**src/rtl/cpu_wait_gen.sv**
```systemverilog
module cpu_wait_gen #(
  parameter int ADDR_W    = 16,
  parameter int REG_COUNT = 16
) (
  input  logic              clk,
  input  logic              rst_n,
  input  logic              cyc_stb,
  input  logic              vid_sel,
  input  logic [ADDR_W-1:0] addr,
  input  logic              imm_store,
  input  logic              slot_rdy,
  output logic              cpu_en
);
  localparam int REG_BITS = $clog2(REG_COUNT);

  logic vid_req, reg_hit, pen_taken, pen_wait, rdy_wait;

  assign vid_req  = cyc_stb & vid_sel;
  assign reg_hit  = (addr[ADDR_W-1:REG_BITS] == '0);
  assign pen_wait = vid_req & reg_hit & ~imm_store & ~pen_taken;
  assign rdy_wait = vid_req & ~slot_rdy;
  assign cpu_en   = ~rst_n | ~(pen_wait | rdy_wait);

  always_ff @(posedge clk) begin
    if (!rst_n)        pen_taken <= 1'b0;
    else if (cpu_en)   pen_taken <= 1'b0;
    else if (pen_wait) pen_taken <= 1'b1;
  end

  always_comb begin
    a_reset_run_r8: assert (rst_n || cpu_en);
  end

  p_idle_run_r1: assert property (@(posedge clk) disable iff (!rst_n)
    !vid_req |-> cpu_en);
  p_busy_hold_r2: assert property (@(posedge clk) disable iff (!rst_n)
    (vid_req && !slot_rdy) |-> !cpu_en);
  p_no_sum_r7: assert property (@(posedge clk) disable iff (!rst_n)
    (vid_req && !cpu_en && slot_rdy) |=> (cpu_en || !slot_rdy || !vid_req));
  p_imm_free_r4: assert property (@(posedge clk) disable iff (!rst_n)
    (vid_req && imm_store && slot_rdy) |-> cpu_en);
  p_high_free_r5: assert property (@(posedge clk) disable iff (!rst_n)
    (vid_req && !reg_hit && slot_rdy) |-> cpu_en);
  p_rearm_r9: assert property (@(posedge clk) disable iff (!rst_n)
    cpu_en |=> !pen_taken);
endmodule

```
**config.mk**
```make
export PLATFORM = sky130hd
export DESIGN_NAME = cpu_wait_gen
export DESIGN_NICKNAME = d
export VERILOG_FILES = /design/src/rtl/cpu_wait_gen.sv
export SDC_FILE = /design/constraint.sdc
export NUM_CORES = 1
export LEC_CHECK = 0
export ABC_AREA = 1
export CAP_MARGIN = 20
export CORE_AREA = 3 3 40 42
export DETAILED_ROUTE_END_ITERATION = 6
export DIE_AREA = 0 0 43 45
export GPL_TIMING_DRIVEN = 0
export SLEW_MARGIN = 20
export SYNTH_ARGS = -nofsm -noshare
export SYNTH_HDL_FRONTEND = slang
export SYNTH_SLANG_ARGS = --single-unit
```
**constraint.sdc**
```tcl
create_clock -name clk -period 1 [get_ports clk]
set_input_delay 0.15 -clock clk [delete_from_list [all_inputs] [get_ports clk]]
set_output_delay 0.15 -clock clk [all_outputs]
set_load 0.01 [all_outputs]
```
==> summary.md, run 1 <==
| Metric | Value |
|---|---|
| GRT Residual Overflow | `0` |
| Worst Path Arrival | `0.84 ns` |
| Status | `finished, final reports clean` |
| Clock skew | `0 ns` |
| Most frequent cells in the layout | `14 x buf_2, 7 x nand2_1, 6 x nor2_1` |
| Net Switching | `18.9 µW` |
| Slew @ Worst Pin | `0.149 ns` |
| ANT cells | `0` |
| Synth Area in XOR/XNOR | `0` |
| Nets | `67` |
| Residual DRC | `0` |
| Mapped Cells | `22` |
| Via-to-Cell Ratio | `3.36` |
| Final HPWL DP | `377 µm` |
| Syn_nets | `44` |
| Register area | `21.3 µm²` |
| Crit-path cells | `nor2_2 > nand2_1 > nor2_2 > nand2_1 > nand2_1 > nand2_2 > buf_6` |
| WL/cell | `7.76 µm` |
| Crit path top cell by count | `nand2_1` |
| Largest family of logic cells by synthesized area | `simple AND/OR/NAND/NOR gates` |
| Reg power frac | `0.420` |
| Final critical-path required period | `0.995 ns` |
| Synth cell types | `8` |
| Seq/Total Area, Yosys | `0.182` |
| Number of fill cells | `158` |
| Clock power frac | `0` |
| Clock-pin slew on the worst setup and hold paths | `0 ns` |
| Pre-antenna DRT Iters | `2` |
| Hold Path Class | `register to register` |
| Peak supply drop | `81.5 µV` |
| Worst setup path class | `register to primary output` |
| Initial Utilization | `0.0857` |
| Mapped cell area | `110 µm²` |
| DR iter-0 viols | `1` |
| Final count of negative-setup-slack endpoints | `0` |
| Global-route total usage across every layer | `0.0382` |
| Port bufs | `18` |
| Die width | `43 µm` |
| Max Cap Viol | `0` |
| Leakage | `0.000139 µW` |
| Post-Place Setup Slack | `-0.695 ns` |
| Top flop regs | `pen_taken (1)` |
| Row count | `13` |
| Unrepaired setup endpoints after global routing | `true` |
| Combinational share of power | `0.580` |
| Post-route ant nets | `0` |
| Mean post-synth cell area | `5.00 µm²` |
| Largest register FFs | `1` |
| Area fraction in compound gates after synthesis | `0.0455` |
| Power Density | `360 mW/mm²` |
| CP Launch Type | `register` |
| Share of cells above drive strength 1 | `0.581` |
| Routed vias | `195` |
| Die height | `45 µm` |
| CP Max Fanout | `2` |
| Biggest register | `pen_taken` |
| Hold_buf cts | `0` |
| Multi-input logic area | `91.3 µm²` |
| Sw Ratio | `0.195` |
| First-pass GRT wire length | `607 µm` |
| Worst rel slew slack | `0.901` |
| Number of global-route vias before repair | `168` |
| CP Data Required Time | `0.85 ns` |
| Fin. max-slew vios | `0` |
| Yosys warns | `0` |
| Area of the core | `0.00128 mm²` |
| Final hold slack | `0.577 ns` |
| Commonest non-fill, non-tap cell in the layout | `buf_2` |
| Crit end category | `primary output` |
| Setup ws final | `0.00517 ns` |
| CP max stage cell | `dfxtp_2` |
| Full die area | `0.00194 mm²` |
| Drt total wl | `450 µm` |
| Core Util, Final | `0.209` |
| Largest net degree at the start of global routing | `3` |
| IO Count | `23` |
| Post-synthesis mux area share | `0` |
| Max incr delay on CP | `0.30 ns` |
| F_max | `1010 MHz` |
| Initial antenna violation count | `0` |
| Total power | `96.9 µW` |
| Layout area overhead | `144%` |
| Clock Latency Late Sink | `0 ns` |
| Routability cong. | `0.669` |
| Internal power | `78.1 µW` |
| Post-synthesis adder-cell area fraction | `0` |
| Seq cells post-synth | `1` |
| Final worst path period share | `0.995` |
| Synth Area in Simple Gates | `0.739` |
| Final hold violations | `0` |
-- logic make-up after synthesis --
| logic type | after synthesis |
|---|---|
| AND/OR/NAND/NOR | 19 |
| AO/OA/AOI/OAI | 1 |
| buffers and inverters | 1 |
| flip-flops | 1 |
-- through the flow --
stage,cell area [µm²],cells,setup TNS (ns)
after floorplan,110,22,0
after global placement,309,55,-0.920
after detailed placement,309,55,-0.908
after CTS,267,58,-0.00533
after global routing,269,58,-0.0844
final,269,58,0
-- synth_stat cells, drive strengths merged --
library cell,count,area share
a21oi,1,0.045
nand2,8,0.30
inv,1,0.034
or2,1,0.057
nor2,10,0.39
dfxtp,1,0.18
-- power groups by stage --
stage	Sequential (µW)	Combinational, µW	Clock [µW]
final	40.7	56.3	0
after global routing	40.7	62.4	0
after CTS	40.7	56.1	0
after detailed placement	40.7	83.1	0
after global placement	40.7	82.2	0
after floorplan	40.7	14.2	0
-- layout make-up --
type                       instances  area share
tap                               15      0.0698
timing repair buffer              21       0.498
sequential                         1      0.0791
multi-input combinational         20       0.340
inverter                           1      0.0140
-- worst max-delay path: cells and delay by family, from the launching register on --
kind | cells | cell delay (ns)
simple gates | 6 | 0.42
flops | 1 | 0.30
buf+inv | 1 | 0.12
-- layer usage --
layer | part of all wire | routed length [µm] | vias up | GRT usage
met2 | 0.48 | 217 | 11 | 0.0898
met4 | 0 | 0 | 0 | 0
li1 | - | - | 109 | -
met1 | 0.37 | 167 | 75 | 0.0358
met3 | 0.14 | 65 | 0 | 0.00398
met5 | 0 | 0 | - | 0
-- path summary, 6_finish.rpt --
kind	slack [ns]	startpoint	cells past startpoint	to
worst max-delay path	0.005	pen_taken$_SDFFE_PP0P_	7	cpu_en
worst min-delay path	0.58	pen_taken$_SDFFE_PP0P_	3	pen_taken$_SDFFE_PP0P_
worst min register to register	0.58	pen_taken$_SDFFE_PP0P_	3	pen_taken$_SDFFE_PP0P_
worst max register to register	0.10	pen_taken$_SDFFE_PP0P_	6	pen_taken$_SDFFE_PP0P_
-- repair_timing --
action | in CTS | in global routing
setup endpoints to repair | 2 | 1
setup buffers | 3 | 0
pin swaps | 18 | 0
resized for setup | 54 | 1
Power figures use the tool's default switching activity.
==> run 2, diff against run 1 <==
Settings changed: DONT_BUFFER_PORTS from default to 1.
==> run 2 against run 1 <==
Clock skew stayed put. Die area stayed put. Critical path type is now register to register. Combinational power is 70% lower. Final area is 51% lower. Worst hold slack worse by 0.25 ns. Largest power group is now registers. Sequential share of layout area is 8.1 points higher. Final cell count is 36% lower.
==> summary.md, run 2 (same netlist as run 1, synthesis figures left out) <==
| Metric | Value |
|---|---|
| Status | `finished, final reports clean` |
| Number of fill cells | `152` |
| Area of the core | `0.00128 mm²` |
| Max Cap Viol | `0` |
| Post-Place Setup Slack | `0.0750 ns` |
| Multi-input logic area | `88.8 µm²` |
| Setup ws final | `0.0916 ns` |
| Initial Utilization | `0.0857` |
| Crit end category | `register` |
| Non-Filler Instances | `37` |
| Routed vias | `126` |
| Top flop regs | `pen_taken (1)` |
| Clock Latency Late Sink | `0 ns` |
| Peak supply drop | `71.0 µV` |
| Hold Path Class | `input pin to register` |
| Setup Fix Bufs, Post-CTS | `0` |
| Clock-pin slew on the worst setup and hold paths | `0 ns` |
| Via-to-Cell Ratio | `3.41` |
| Worst Path Arrival | `0.84 ns` |
| Pre-antenna DRT Iters | `1` |
| Clock skew | `0 ns` |
| Post-route ant nets | `0` |
| Placed cell count | `37` |
| Hold endpoint | `pen_taken$_SDFFE_PP0P_` |
| Final worst path period share | `0.908` |
| F_max | `1100 MHz` |
| CP Data Required Time | `0.93 ns` |
| Crit path launch | `pen_taken$_SDFFE_PP0P_` |
| CP max stage cell | `dfxtp_2` |
| Crit-path cells | `nor2_2 > nand2_1 > nor2_2 > nand2_1 > nand2_1 > nand2_2 > nor2_2` |
| R2R cell count | `7` |
| Final critical-path required period | `0.908 ns` |
| Register area | `21.3 µm²` |
| Row count | `13` |
| Die height | `45 µm` |
| Die width | `43 µm` |
| DR iter-0 viols | `0` |
| Hold Crit Start | `rst_n` |
| Routability cong. | `0.599` |
| Max incr delay on CP | `0.30 ns` |
| Full die area | `0.00194 mm²` |
| CP Max Fanout | `2` |
| First-pass GRT wire length | `379 µm` |
| Final hold violations | `0` |
| Internal reg-to-reg setup slack | `0.09 ns` |
| Largest net degree at the start of global routing | `3` |
| Drt total wl | `266 µm` |
| Most frequent cells in the layout | `7 x nor2_1, 7 x nand2_1, 3 x nor2_2` |
| Layout area overhead | `20.5%` |
| Residual DRC | `0` |
| Reg-to-reg endpoint | `pen_taken$_SDFFE_PP0P_` |
| WL/cell | `7.19 µm` |
| Worst setup path class | `register to register` |
| CP Launch Type | `register` |
| Largest register FFs | `1` |
| Initial antenna violation count | `0` |
| Leakage | `0.0000469 µW` |
| Critical path depth | `7` |
| IO Count | `23` |
| Fin. max-slew vios | `0` |
| Biggest register | `pen_taken` |
| Nets | `46` |
| ANT cells | `0` |
| Power Density | `432 mW/mm²` |
| RR Startpoint | `pen_taken$_SDFFE_PP0P_` |
| Final count of negative-setup-slack endpoints | `0` |
| Worst rel slew slack | `0.901` |
| Port bufs | `0` |
| Global-route total usage across every layer | `0.0233` |
| Core Util, Final | `0.103` |
| WHS Path Cells | `2` |
| Number of global-route vias before repair | `96` |
| Slew @ Worst Pin | `0.148 ns` |
| Share of cells above drive strength 1 | `0.227` |
| Unrepaired setup endpoints after global routing | `true` |
| Total power | `57.3 µW` |
| CP top delay family | `simple AND/OR/NAND/NOR gates` |
| Bufs and invs on worst path | `0` |
| GRT Residual Overflow | `0` |
==> run 2: cell count changes in the layout (fill, tap and decap cells not counted) <==
cell / delta
buf_2: -14
buf_4: -3
buf_6: -2
clkdlybuf4s50_1: -1
dlygate4sd2_1: -1
nor2_1: +1
nor2_2: -1
==> run 2: per-stage QoR <==
step                      hold WS, ns  setup TNS (ns)  instance area [µm²]
after global placement          0.332               0                  129
final                           0.322               0                  133
after floorplan                 0.316               0                  110
after detailed placement        0.332               0                  129
after global routing            0.343         -0.0152                  133
after CTS                       0.332               0                  129
==> run 2: repair_timing <==
item | in CTS | in global routing
hold buffers | 0 | 0
setup endpoints to repair | 0 | 2
gates resized for setup | 0 | 2
==> run 2: how the worst max path moves through the flow <==
stage                                        end
after floorplan                           cpu_en
after global placement                    cpu_en
after detailed placement  pen_taken$_SDFFE_PP0P_
after CTS                 pen_taken$_SDFFE_PP0P_
after global routing      pen_taken$_SDFFE_PP0P_
final                     pen_taken$_SDFFE_PP0P_
==> run 2: layout make-up <==
class	count	share of cell area
inverter	1	0.0283
multi-input combinational	20	0.670
sequential	1	0.160
tap	15	0.142
==> run 2: where the power goes <==
| group | internal (µW) | switching [µW] | total [µW] |
|---|---|---|---|
| Sequential | 40.7 | 0.000103 | 40.7 |
| Combinational | 7.70 | 8.96 | 16.7 |
| Clock | 0 | 0 | 0 |
==> run 2: layer usage <==
layer / part of all wire / track usage / vias up
li1: - / - / 67
met1: 0.33 / 0.0311 / 48
met2: 0.49 / 0.0449 / 11
met3: 0.17 / 0 / 0
met4: 0 / 0 / 0
met5: 0 / 0 / -
